<file path="src/rtl/errloc_pkg.sv">
package errloc_pkg;

  typedef enum logic {
    ST_RUN  = 1'b0,
    ST_DONE = 1'b1
  } run_state_t;

  function automatic int unsigned max_w(input int unsigned a, input int unsigned b);
    return (a > b) ? a : b;
  endfunction

endpackage

</file>
<file path="src/rtl/errloc_ctl.sv">
module errloc_ctl
  import errloc_pkg::*;
(
  input  logic clk,
  input  logic arst_n,
  input  logic mode_par,
  input  logic tc,
  input  logic match,
  output logic cnt_en,
  output logic div_en,
  output logic done
);

  run_state_t state_q, state_d;
  logic       hit;
  logic       stop;
  logic       running;

  assign running = (state_q == ST_RUN);
  assign hit     = ~mode_par & match;
  assign stop    = tc | hit;

  always_comb begin
    state_d = state_q;
    case (state_q)
      ST_RUN:  if (stop) state_d = ST_DONE;
      ST_DONE: state_d = ST_DONE;
      default: state_d = ST_RUN;
    endcase
  end

  always_ff @(posedge clk or negedge arst_n) begin
    if (!arst_n) state_q <= ST_RUN;
    else         state_q <= state_d;
  end

  assign cnt_en = running & ~stop;
  assign div_en = running & ~hit;
  assign done   = ~running;

  p_done_sticky_r7: assert property (@(posedge clk) disable iff (!arst_n)
    done |=> done);

  p_tc_stop_r6: assert property (@(posedge clk) disable iff (!arst_n)
    (running && tc) |=> done);

  p_match_stop_r5: assert property (@(posedge clk) disable iff (!arst_n)
    (running && !mode_par && match) |=> done);

endmodule

</file>
<file path="src/rtl/errloc_cnt.sv">
module errloc_cnt #(
  parameter int unsigned CW = 8
) (
  input  logic          clk,
  input  logic          arst_n,
  input  logic          en,
  output logic [CW-1:0] q,
  output logic          tc
);

  logic [CW-1:0] q_d;

  always_comb begin
    q_d = q;
    if (en) q_d = q + CW'(1);
  end

  always_ff @(posedge clk or negedge arst_n) begin
    if (!arst_n) q <= '0;
    else         q <= q_d;
  end

  assign tc = &q;

  p_cnt_hold_r7: assert property (@(posedge clk) disable iff (!arst_n)
    !en |=> $stable(q));

endmodule

</file>
<file path="src/rtl/errloc_src.sv">
module errloc_src #(
  parameter int unsigned          LEN  = 256,
  parameter int unsigned          SW_W = 8,
  parameter int unsigned          CW   = 8,
  parameter logic [LEN-1:0]       MSG  = '0
) (
  input  logic [CW-1:0]   addr,
  input  logic [SW_W-1:0] sw,
  output logic            bit_o
);

  localparam int unsigned TAIL = LEN - SW_W;
  localparam int unsigned IW   = (SW_W > 1) ? $clog2(SW_W) : 1;

  logic          in_tail;
  logic [CW-1:0] offs;
  logic [IW-1:0] sidx;

  assign in_tail = (addr >= CW'(TAIL));
  assign offs    = addr - CW'(TAIL);
  assign sidx    = IW'(SW_W - 1) - offs[IW-1:0];

  always_comb begin
    if (in_tail) bit_o = sw[sidx];
    else         bit_o = MSG[addr];
  end

endmodule

</file>
<file path="src/rtl/errloc_div.sv">
module errloc_div #(
  parameter int unsigned  W    = 8,
  parameter logic [W-1:0] TAPS = 8'h1D
) (
  input  logic         clk,
  input  logic         arst_n,
  input  logic         en,
  input  logic         din,
  output logic [W-1:0] q
);

  logic         fb;
  logic [W-1:0] nxt;
  logic [W-1:0] q_d;

  assign fb = q[W-1];

  for (genvar i = 0; i < W; i++) begin : g_stage
    if (i == 0) begin : g_head
      assign nxt[i] = din ^ (TAPS[i] & fb);
    end else begin : g_body
      assign nxt[i] = q[i-1] ^ (TAPS[i] & fb);
    end
  end

  always_comb begin
    q_d = q;
    if (en) q_d = nxt;
  end

  always_ff @(posedge clk or negedge arst_n) begin
    if (!arst_n) q <= '0;
    else         q <= q_d;
  end

  p_div_hold_r7: assert property (@(posedge clk) disable iff (!arst_n)
    !en |=> $stable(q));

endmodule

</file>
<file path="src/rtl/errloc_seq.sv">
module errloc_seq #(
  parameter int unsigned CNT_W = 8,
  parameter int unsigned SYN_W = 8,
  parameter logic [SYN_W-1:0] POLY = 8'h1D,
  parameter logic [(1<<CNT_W)-1:0] MSG_INIT = '0
) (
  input  logic             clk,
  input  logic             rst_n,
  input  logic             mode_i,
  input  logic [SYN_W-1:0] sw_i,
  output logic [7:0]       disp_o
);

  localparam int unsigned MSG_LEN = 1 << CNT_W;
  localparam int unsigned DISP_W  = errloc_pkg::max_w(CNT_W, SYN_W);

  logic [1:0]       rs_q;
  logic             core_rst_n;
  logic             mode_q;
  logic [CNT_W-1:0] cnt_q;
  logic             tc;
  logic [SYN_W-1:0] div_q;
  logic             ser_bit;
  logic             match;
  logic             cnt_en;
  logic             div_en;
  logic             done;
  logic [DISP_W-1:0] disp_w;

  always_ff @(posedge clk or negedge rst_n) begin
    if (!rst_n) rs_q <= 2'b00;
    else        rs_q <= {rs_q[0], 1'b1};
  end
  assign core_rst_n = rs_q[1];

  always_ff @(posedge clk) begin
    if (!core_rst_n) mode_q <= mode_i;
  end

  errloc_cnt #(.CW(CNT_W)) u_cnt (
    .clk    (clk),
    .arst_n (core_rst_n),
    .en     (cnt_en),
    .q      (cnt_q),
    .tc     (tc)
  );

  errloc_src #(
    .LEN  (MSG_LEN),
    .SW_W (SYN_W),
    .CW   (CNT_W),
    .MSG  (MSG_INIT)
  ) u_src (
    .addr  (cnt_q),
    .sw    (sw_i),
    .bit_o (ser_bit)
  );

  errloc_div #(.W(SYN_W), .TAPS(POLY)) u_div (
    .clk    (clk),
    .arst_n (core_rst_n),
    .en     (div_en),
    .din    (ser_bit),
    .q      (div_q)
  );

  assign match = (div_q == sw_i);

  errloc_ctl u_ctl (
    .clk      (clk),
    .arst_n   (core_rst_n),
    .mode_par (mode_q),
    .tc       (tc),
    .match    (match),
    .cnt_en   (cnt_en),
    .div_en   (div_en),
    .done     (done)
  );

  always_comb begin
    if (mode_q) disp_w = DISP_W'(div_q);
    else        disp_w = DISP_W'(cnt_q);
  end
  assign disp_o = 8'(disp_w);

  p_start_clear_r1: assert property (@(posedge clk) disable iff (!rst_n)
    !core_rst_n |=> (cnt_q == '0) && (div_q == '0));

  p_frozen_r7: assert property (@(posedge clk) disable iff (!rst_n)
    (core_rst_n && done) |=> ($stable(cnt_q) && $stable(div_q)));

  p_mode_hold_r8: assert property (@(posedge clk) disable iff (!rst_n)
    core_rst_n |=> $stable(mode_q));

  p_par_full_r2: assert property (@(posedge clk) disable iff (!core_rst_n)
    (mode_q && !done && !tc) |=> !done);

endmodule

</file>
<file path="config.mk">
export PLATFORM = sky130hd
export DESIGN_NAME = errloc_seq
export DESIGN_NICKNAME = d
export VERILOG_FILES = /design/src/rtl/errloc_pkg.sv /design/src/rtl/errloc_ctl.sv /design/src/rtl/errloc_cnt.sv /design/src/rtl/errloc_src.sv /design/src/rtl/errloc_div.sv /design/src/rtl/errloc_seq.sv
export SDC_FILE = /design/constraint.sdc
export NUM_CORES = 1
export LEC_CHECK = 0
export ABC_CLOCK_PERIOD_IN_PS = 2450
export CORE_MARGIN = 2
export CORE_UTILIZATION = 35
export DETAILED_ROUTE_END_ITERATION = 8
export PLACE_DENSITY = 0.55
export SLEW_MARGIN = 20
export SYNTH_ARGS = -nofsm -noshare
export SYNTH_HDL_FRONTEND = slang
export SYNTH_SLANG_ARGS = --single-unit
</file>
<file path="constraint.sdc">
create_clock -name clk -period 2.45 [get_ports clk]
set_input_delay 0.49 -clock clk [delete_from_list [all_inputs] [get_ports clk]]
set_output_delay 0.49 -clock clk [all_outputs]
set_load 0.05 [all_outputs]
</file>
==> impl_metrics.yaml, run 1 <==
die:
  start_util: 0.3636
  row_count: 20
  die_h_um: 60.09
  io_pins: 19
  die-area_um2: 3611
  core_area_um2: 3028
  die_x_um: 60.09
critical_path:
  worstReg2RegStart: "u_div.q[7]$_DFFE_PN0P_"
  worst_r2r_path_depth: 7
  worst_ep_arrival_time_ns: 1.87
  reg2reg_to: "u_cnt.q[1]$_DFFE_PN0P_"
  required_ns: 1.96
  critPathMaxFanout: 5
  path_class: "reg -> out"
  rrSetupSlack_ns: 0.54
  start_kind: "register"
  end_kind: "primary output"
logic_synthesis:
  yosysWarnings: 0
  syn_nets: 110
  synth-edff-count: 1
  synth-main-ff-cell: "dfrtp_1"
  syn_avg_cell_area_um2: 11.35
  synth-seq-cells: 20
  ys_types: 28
  syn_inst: 97
  ys_async_sr_fraction: 0.9500
  seq_area_frac_synth: 0.4591
  syn_area_um2: 1101
detailed_routing:
  vias: 787
  wl_per_cell_um: 13.63
  vias_per_cell: 4.799
  drt_drc_violations_left: 0
  antenna_left: 0
  drt-initial-drc-count: 16
  drt-total-wl_um: 2236
  dr.pass1.iters: 6
power_and_ir_drop:
  total_power_w: 0.0005948
  leakage_nw: 0.6254
  power.density_nw_per_um2: 431.8
  ir_drop_mv: 0.3288
placement:
  portBuffers: 18
  place.gp.congestion: 0.7232
  dp_slack_ns: 0.1981
  dpl.hpwl_um: 1612
layout:
  layout_commonest_cell: "dfrtp_1"
  nNetsFinal: 134
  finalCoreUtilization: 0.4550
  areaGrowthSynthToFinish_pct: 25.11
  diodes: 0
  drive_above_1_share: 0.2083
  mostFrequentLayoutCells: "dfrtp_1 (19), clkdlybuf4s50_1 (13), mux2_2 (11)"
sta:
  relSlewSlack: 0.6617
  fin_hold_ws_ns: 0.2061
  period_needed_ns: 2.363
  finClkSkew_ns: 0.01202
  setup_viol: 0
  fmax_mhz: 423.1
  rsz0062_at_grt: "false"
  tightest_slew_ns: 0.5066
  fin_crit_sh: 0.9647
  drv_slew: 0
  finalWorstSetupSlack_ns: 0.08653
  final_hold_viol_count: 0
  finalSetupTns_ns: 0
clock_network:
  cts_max_level: 1
  cts_tree: "yes"
  clock-root-buffer: "clkbuf_4"
  clkTransAtPathRegs_ns: 0.12
  cts_buffer_depth: 2
  cts_made_buffers: 3
  insertion_delay_ns: 0.30
  clock-sinks: 20
global_route:
  antenna_found_initial: 0
  grt_start_max_net_pins: 18
  grt_pass1_vias: 824
  gr-usage-all-layers: 0.1458
  grt_pass1_wl_um: 3850
  gr-total-overflow: 0
run_status:
  status: "completed"
min_path:
  hold_path_class: "reg -> async"
run:
  maxCapViolCount: 0
[registers in the layout (all words and copies together), names as in the netlist]
name,flops
mode_q,1
rs_q,2
u_cnt.q,8
u_ctl.done,1
u_div.q,8
[cell families after synthesis]
| group | Yosys count | share of synthesized area |
|---|---|---|
| and+or+nand+nor | 24 | 0.1080 |
| DFF | 20 | 0.4591 |
| xor gates and xnor gates | 17 | 0.1352 |
| muxes | 15 | 0.1727 |
| AOI/OAI and AO/OA | 10 | 0.05001 |
| buffers and inverters | 8 | 0.04885 |
| adders and majority gates | 2 | 0.02272 |
| other | 1 | 0.003406 |
[worst max path at each step]
stage	startpoint	endpoint	slack (ns)	cells after the start
6_report	mode_q$_DFFE_PN_	disp_o[3]	0.09	3
5_1_grt	mode_q$_DFFE_PN_	disp_o[7]	0.01	3
3_5_place_dp	sw_i[7]	u_cnt.q[1]$_DFFE_PN0P_	0.20	7
2_1_floorplan	mode_q$_DFFE_PN_	disp_o[0]	0.25	2
3_3_place_gp	sw_i[7]	u_cnt.q[1]$_DFFE_PN0P_	0.21	7
4_1_cts	mode_q$_DFFE_PN_	disp_o[5]	0.06	3
[routing by layer]
metal	wire length, um	GRT usage	up-vias
li1	-	-	379
met1	1023	0.1883	393
met2	1131	0.2376	13
met3	61	0.03680	2
met4	19	0.04762	0
met5	0	0	-
[area by class of cell]
cell class	count	area, um^2
Fill cell	294	1650
Multi-Input combinational cell	69	541.8
Sequential cell	20	505.5
Timing Repair Buffer	24	227.7
Tap cell	44	55.05
Clock buffer	4	36.28
Inverter	3	11.26
[Yosys cell counts (3+ instances only)]
| master | number | area (um^2) |
|---|---|---|
| dfrtp_1 | 19 | 475.5 |
| xnor2_1 | 9 | 78.83 |
| mux2_2 | 11 | 123.9 |
| a21oi_1 | 6 | 30.03 |
| nand2_1 | 5 | 18.77 |
| xor2_1 | 8 | 70.07 |
| buf_6 | 3 | 33.78 |
| nor2_1 | 6 | 22.52 |
| inv_1 | 3 | 11.26 |
| nand3_1 | 4 | 20.02 |
[through the flow]
| step | std cells | instance area (um^2) |
|---|---|---|
| final | 164 | 1378 |
| after global routing | 164 | 1378 |
| after CTS | 164 | 1370 |
| after detailed placement | 158 | 1319 |
| after global placement | 158 | 1319 |
| after floorplan | 97 | 1101 |
[worst max-delay path: stages (launching register included)]
cell and delay, ns:
edfxtp_1 0.40, buf_4 0.18, mux2_2 0.22, clkdlybuf4s50_1 0.79
[where the power goes]
part | switching [W] | internal [W] | leakage, nW
registers | 0.00000270 | 0.000336 | 0.248
logic | 0.0000335 | 0.0000328 | 0.357
clock network | 0.0000991 | 0.0000906 | 0.0210
total | 0.000135 | 0.000459 | 0.625
[repair_timing]
action,in CTS,in global routing
cloned,0,0
pin swaps,0,0
gates resized for setup,0,3
endpoints found under the setup margin,6,3
buffers inserted,2,0
hold buffers,0,0
(Power assumes the default switching activity.)
==> run 2, diff against run 1 <==
Settings changed: DONT_BUFFER_PORTS set to 1, PLACE_DENSITY 0.55 to 0.47.
==> impl_metrics.yaml, run 2 (same netlist as run 1, synthesis figures left out) <==
run_status:
  status: "completed"
global_route:
  gr-usage-all-layers: 0.1482
  grt_start_max_net_pins: 18
  grt_pass1_vias: 748
  grt_pass1_wl_um: 3788
  antenna_found_initial: 0
  gr-total-overflow: 0
clock_network:
  insertion_delay_ns: 0.30
  cts_tree: "yes"
  postCtsSetupBuffers: 0
  cts_resized: 0
  cts_made_buffers: 3
  clock-sinks: 20
  clkTransAtPathRegs_ns: 0.12
  clock-root-buffer: "clkbuf_4"
  cts_max_level: 1
  cts-hold-fix-buffers: 1
  cts_buffer_depth: 2
layout:
  mostFrequentLayoutCells: "dfrtp_1 (19), mux2_2 (11), xnor2_1 (9)"
  final_cell_area_um2: 1205
  diodes: 0
  reg_top3: "u_cnt.q (8), u_div.q (8), rs_q (2)"
  instances_no_fill: 147
  drive_above_1_share: 0.2233
  nNetsFinal: 117
  layout_commonest_cell: "dfrtp_1"
  areaGrowthSynthToFinish_pct: 9.432
critical_path:
  rrSetupSlack_ns: 0.40
  critPathMaxFanout: 8
  start_kind: "register"
  setup.worst_path.end: "u_div.q[7]$_DFFE_PN0P_"
  cp-startpoint: "u_div.q[7]$_DFFE_PN0P_"
  worstReg2RegStart: "u_div.q[7]$_DFFE_PN0P_"
  path_class: "reg -> reg"
  worst_r2r_path_depth: 5
  worst_ep_arrival_time_ns: 2.25
  reg2reg_to: "u_div.q[7]$_DFFE_PN0P_"
  required_ns: 2.65
  end_kind: "register"
detailed_routing:
  vias_per_cell: 4.810
  drt_drc_violations_left: 0
  wl_per_cell_um: 15.27
  vias: 707
  drt-total-wl_um: 2245
  antenna_left: 0
  dr.pass1.iters: 4
  drt-initial-drc-count: 23
sta:
  fmax_mhz: 488.5
  rsz0062_at_grt: "false"
  drv_slew: 0
  finalSetupTns_ns: 0
  relSlewSlack: 0.5455
  setup_viol: 0
  tightest_slew_ns: 0.6786
  fin_crit_sh: 0.8356
  period_needed_ns: 2.047
  final_hold_viol_count: 0
  finClkSkew_ns: 0.002368
placement:
  dp_cells: 142
  dpl.hpwl_um: 1667
  placed_area_um2: 1159
  place.gp.congestion: 0.7279
  portBuffers: 0
die:
  die-area_um2: 3611
  core_area_um2: 3028
  io_pins: 19
  die_h_um: 60.09
  start_util: 0.3636
  die_x_um: 60.09
  row_count: 20
power_and_ir_drop:
  ir_drop_mv: 0.1752
  leakage_nw: 0.5115
  power.density_nw_per_um2: 479.9
run:
  maxCapViolCount: 0
min_path:
  hold_path_class: "reg -> async"
==> run 2: changes by cell type in the layout (fill, tap and decap cells not counted) <==
cell,before,now
clkdlybuf4s50_1,13,0
buf_4,8,6
o21ai_1,0,2
dlygate4sd3_1,0,1
o21ai_0,2,0
dlymetal6s2s_1,3,0
==> run 2: worst max-delay path, cell delays in order, from the launching register on <==
cell and delay (ns):
dfrtp_1 0.55, xor2_1 0.17, nor4_1 0.08, a31oi_1 0.54, buf_4 0.26, mux2_2 0.33
==> run 2: cell type report <==
| class | count | area [um^2] |
|---|---|---|
| inverter | 3 | 11.26 |
| tap | 44 | 55.05 |
| timing repair buffer | 7 | 55.05 |
| multi-input combinational | 69 | 541.8 |
| fill | 312 | 1823 |
| clock buffer | 4 | 36.28 |
| sequential | 20 | 505.5 |
==> run 2: power by group <==
part	switching [W]	internal [W]	leakage [nW]
Combinational	0.0000284	0.0000152	0.243
Clock	0.000105	0.0000907	0.0210
Sequential	0.00000274	0.000336	0.248
Total	0.000136	0.000442	0.512
==> run 2: worst min-delay path by stage <==
stage | start | endpoint | cells after the start
final | rs_q[1]$_DFF_PN0_ | u_cnt.q[0]$_DFFE_PN0P_ | 1
after global routing | mode_i | mode_q$_DFFE_PN_ | 0
after CTS | mode_i | mode_q$_DFFE_PN_ | 0
after detailed placement | rst_n | rs_q[1]$_DFF_PN0_ | 0
after global placement | rst_n | rs_q[0]$_DFF_PN0_ | 0
after floorplan | rst_n | rs_q[0]$_DFF_PN0_ | 0
==> run 2: stage by stage <==
stage | hold WS [ns] | worst slack [ns] | util | total power, W
floorplan | 0.1944 | 0.2492 | - | 0.0003780
global placement | 0.1945 | 0.4010 | 0.3826 | 0.0003880
detailed placement | 0.1945 | 0.4030 | 0.3826 | 0.0003876
CTS | 0.2642 | 0.3961 | 0.3979 | 0.0005852
global route | 0.2440 | 0.2266 | 0.3979 | 0.0006095
finish | 0.2541 | 0.4027 | 0.3979 | 0.0005783
==> run 2: metal layers <==
layer,vias to the layer above,GRT usage,routed length (um)
li1,343,-,-
met1,338,0.1954,1009
met2,22,0.2205,1048
met3,4,0.04113,148
met4,0,0.07619,38
met5,-,0,0
==> run 3, diff against run 2 <==
Settings changed: ABC_CLOCK_PERIOD_IN_PS 2450 to 2000.
Clock period 2.45 ns to 2 ns, I/O delays scaled along.
==> impl_metrics.yaml, run 3 (same netlist as run 1, synthesis figures left out) <==
layout:
  diodes: 0
  layout_commonest_cell: "dfrtp_1"
  areaGrowthSynthToFinish_pct: 12.27
  reg_top3: "u_cnt.q (8), u_div.q (8), rs_q (2)"
  n_fill_cell: 302
  nNetsFinal: 119
  final_cell_area_um2: 1236
  mostFrequentLayoutCells: "dfrtp_1 (19), mux2_2 (11), xnor2_1 (9)"
  drive_above_1_share: 0.2381
global_route:
  gr-usage-met1: 0.1806
  antenna_found_initial: 0
  busiest_layer: "met2"
  gr-total-overflow: 0
  grt_pass1_vias: 722
  grt_start_max_net_pins: 18
  met2_usage: 0.2081
  gr-usage-all-layers: 0.1375
  use_met3: 0.06277
  grt_pass1_wl_um: 3615
sta:
  period_needed_ns: 1.772
  rsz0062_at_grt: "false"
  finClkSkew_ns: 0.001003
  drv_slew: 0
  fmax_mhz: 564.3
  setup_viol: 0
  fin_crit_sh: 0.8861
  final_hold_viol_count: 0
power_and_ir_drop:
  ir_drop_mv: 0.4861
  total_power_w: 0.0007938
  power.density_nw_per_um2: 642.2
  leakage_nw: 0.5281
critical_path:
  slowest_stage: "dfrtp_1"
  rrSetupSlack_ns: 0.23
  path_cells: "xor2_1 > nor4_1 > a31oi_1 > nand2_1 > mux2_2"
  worst_ep_arrival_time_ns: 1.97
  max_stage_delay_ns: 0.44
  critPathMaxFanout: 5
  end_kind: "register"
  worstReg2RegStart: "u_div.q[4]$_DFFE_PN0P_"
  start_kind: "register"
  reg2reg_to: "u_cnt.q[1]$_DFFE_PN0P_"
  required_ns: 2.20
  worst_r2r_path_depth: 5
  path_class: "reg -> reg"
placement:
  place.gp.congestion: 0.7655
  dpl.hpwl_um: 1679
  placed_area_um2: 1174
  portBuffers: 0
die:
  start_util: 0.3636
  io_pins: 19
  die_x_um: 60.09
  row_count: 20
  core_area_um2: 3028
  die_h_um: 60.09
  die-area_um2: 3611
clock_network:
  clock-sinks: 20
  cts_made_buffers: 3
  insertion_delay_ns: 0.30
  cts-hold-fix-buffers: 1
  cts_max_level: 1
  cts_buffer_depth: 2
  cts_tree: "yes"
  postCtsSetupBuffers: 0
  clkTransAtPathRegs_ns: 0.11
  cts_resized: 0
  clock-root-buffer: "clkbuf_4"
min_path:
  holdPathEnd: "mode_q$_DFFE_PN_"
  hold_path_class: "in -> reg"
  hold-path-cell-count: 0
  hold_start: "mode_i"
detailed_routing:
  drt_drc_violations_left: 0
  wl_per_cell_um: 14.45
  drt-total-wl_um: 2153
  vias: 691
  drt-initial-drc-count: 32
  vias_per_cell: 4.638
  dr.pass1.iters: 4
  antenna_left: 0
run_status:
  status: "completed"
run:
  maxCapViolCount: 0
run 3: worst max-delay path by stage:
stage	startpoint	to	cells past startpoint
3_3_place_gp	u_div.q[4]$_DFFE_PN0P_	u_cnt.q[1]$_DFFE_PN0P_	5
6_report	u_div.q[4]$_DFFE_PN0P_	u_cnt.q[1]$_DFFE_PN0P_	5
3_5_place_dp	u_div.q[4]$_DFFE_PN0P_	u_cnt.q[1]$_DFFE_PN0P_	5
2_1_floorplan	mode_q$_DFFE_PN_	disp_o[0]	2
4_1_cts	u_div.q[4]$_DFFE_PN0P_	u_cnt.q[1]$_DFFE_PN0P_	5
5_1_grt	u_div.q[4]$_DFFE_PN0P_	u_div.q[1]$_DFFE_PN0P_	5
run 3: layer usage:
| layer | wire length (um) | up-vias |
|---|---|---|
| met1 | 984 | 322 |
| met5 | 0 | - |
| met2 | 988 | 16 |
| met4 | 19 | 0 |
| li1 | - | 351 |
| met3 | 161 | 2 |
run 3: worst max-delay path, delay by kind of cell (launching register included):
kind / cells / cell delay (ns)
simple gates: 2 / 0.48
flops: 1 / 0.44
mux: 1 / 0.35
compound gates: 1 / 0.22
xor+xnor: 1 / 0.18
run 3: power by group:
part	switching, W	internal, W
logic	0.0000343	0.0000187
clock network	0.000124	0.000202
registers	0.00000316	0.000412
total	0.000161	0.000633
run 3: per-stage QoR:
step	cells	setup slack, ns	hold WS [ns]	util	setup TNS (ns)
detailed placement	144	0.2379	0.1045	0.3876	0
global route	149	0.08661	0.1508	0.4083	0
global placement	144	0.2476	0.1045	0.3876	0
finish	149	0.2279	0.1886	0.4083	0
floorplan	97	-0.1108	0.1044	-	-0.2215
CTS	149	0.2129	0.1734	0.4083	0
run 3: final cells by class:
type / instances / area (um^2) / share of cell area
inverter: 3 / 11.26 / 0.009109
clock buffer: 3 / 22.52 / 0.01822
sequential: 20 / 505.5 / 0.4089
multi-input combinational: 69 / 541.8 / 0.4383
timing repair buffer: 9 / 70.07 / 0.05668
clock inverter: 1 / 30.03 / 0.02429
tap: 44 / 55.05 / 0.04453
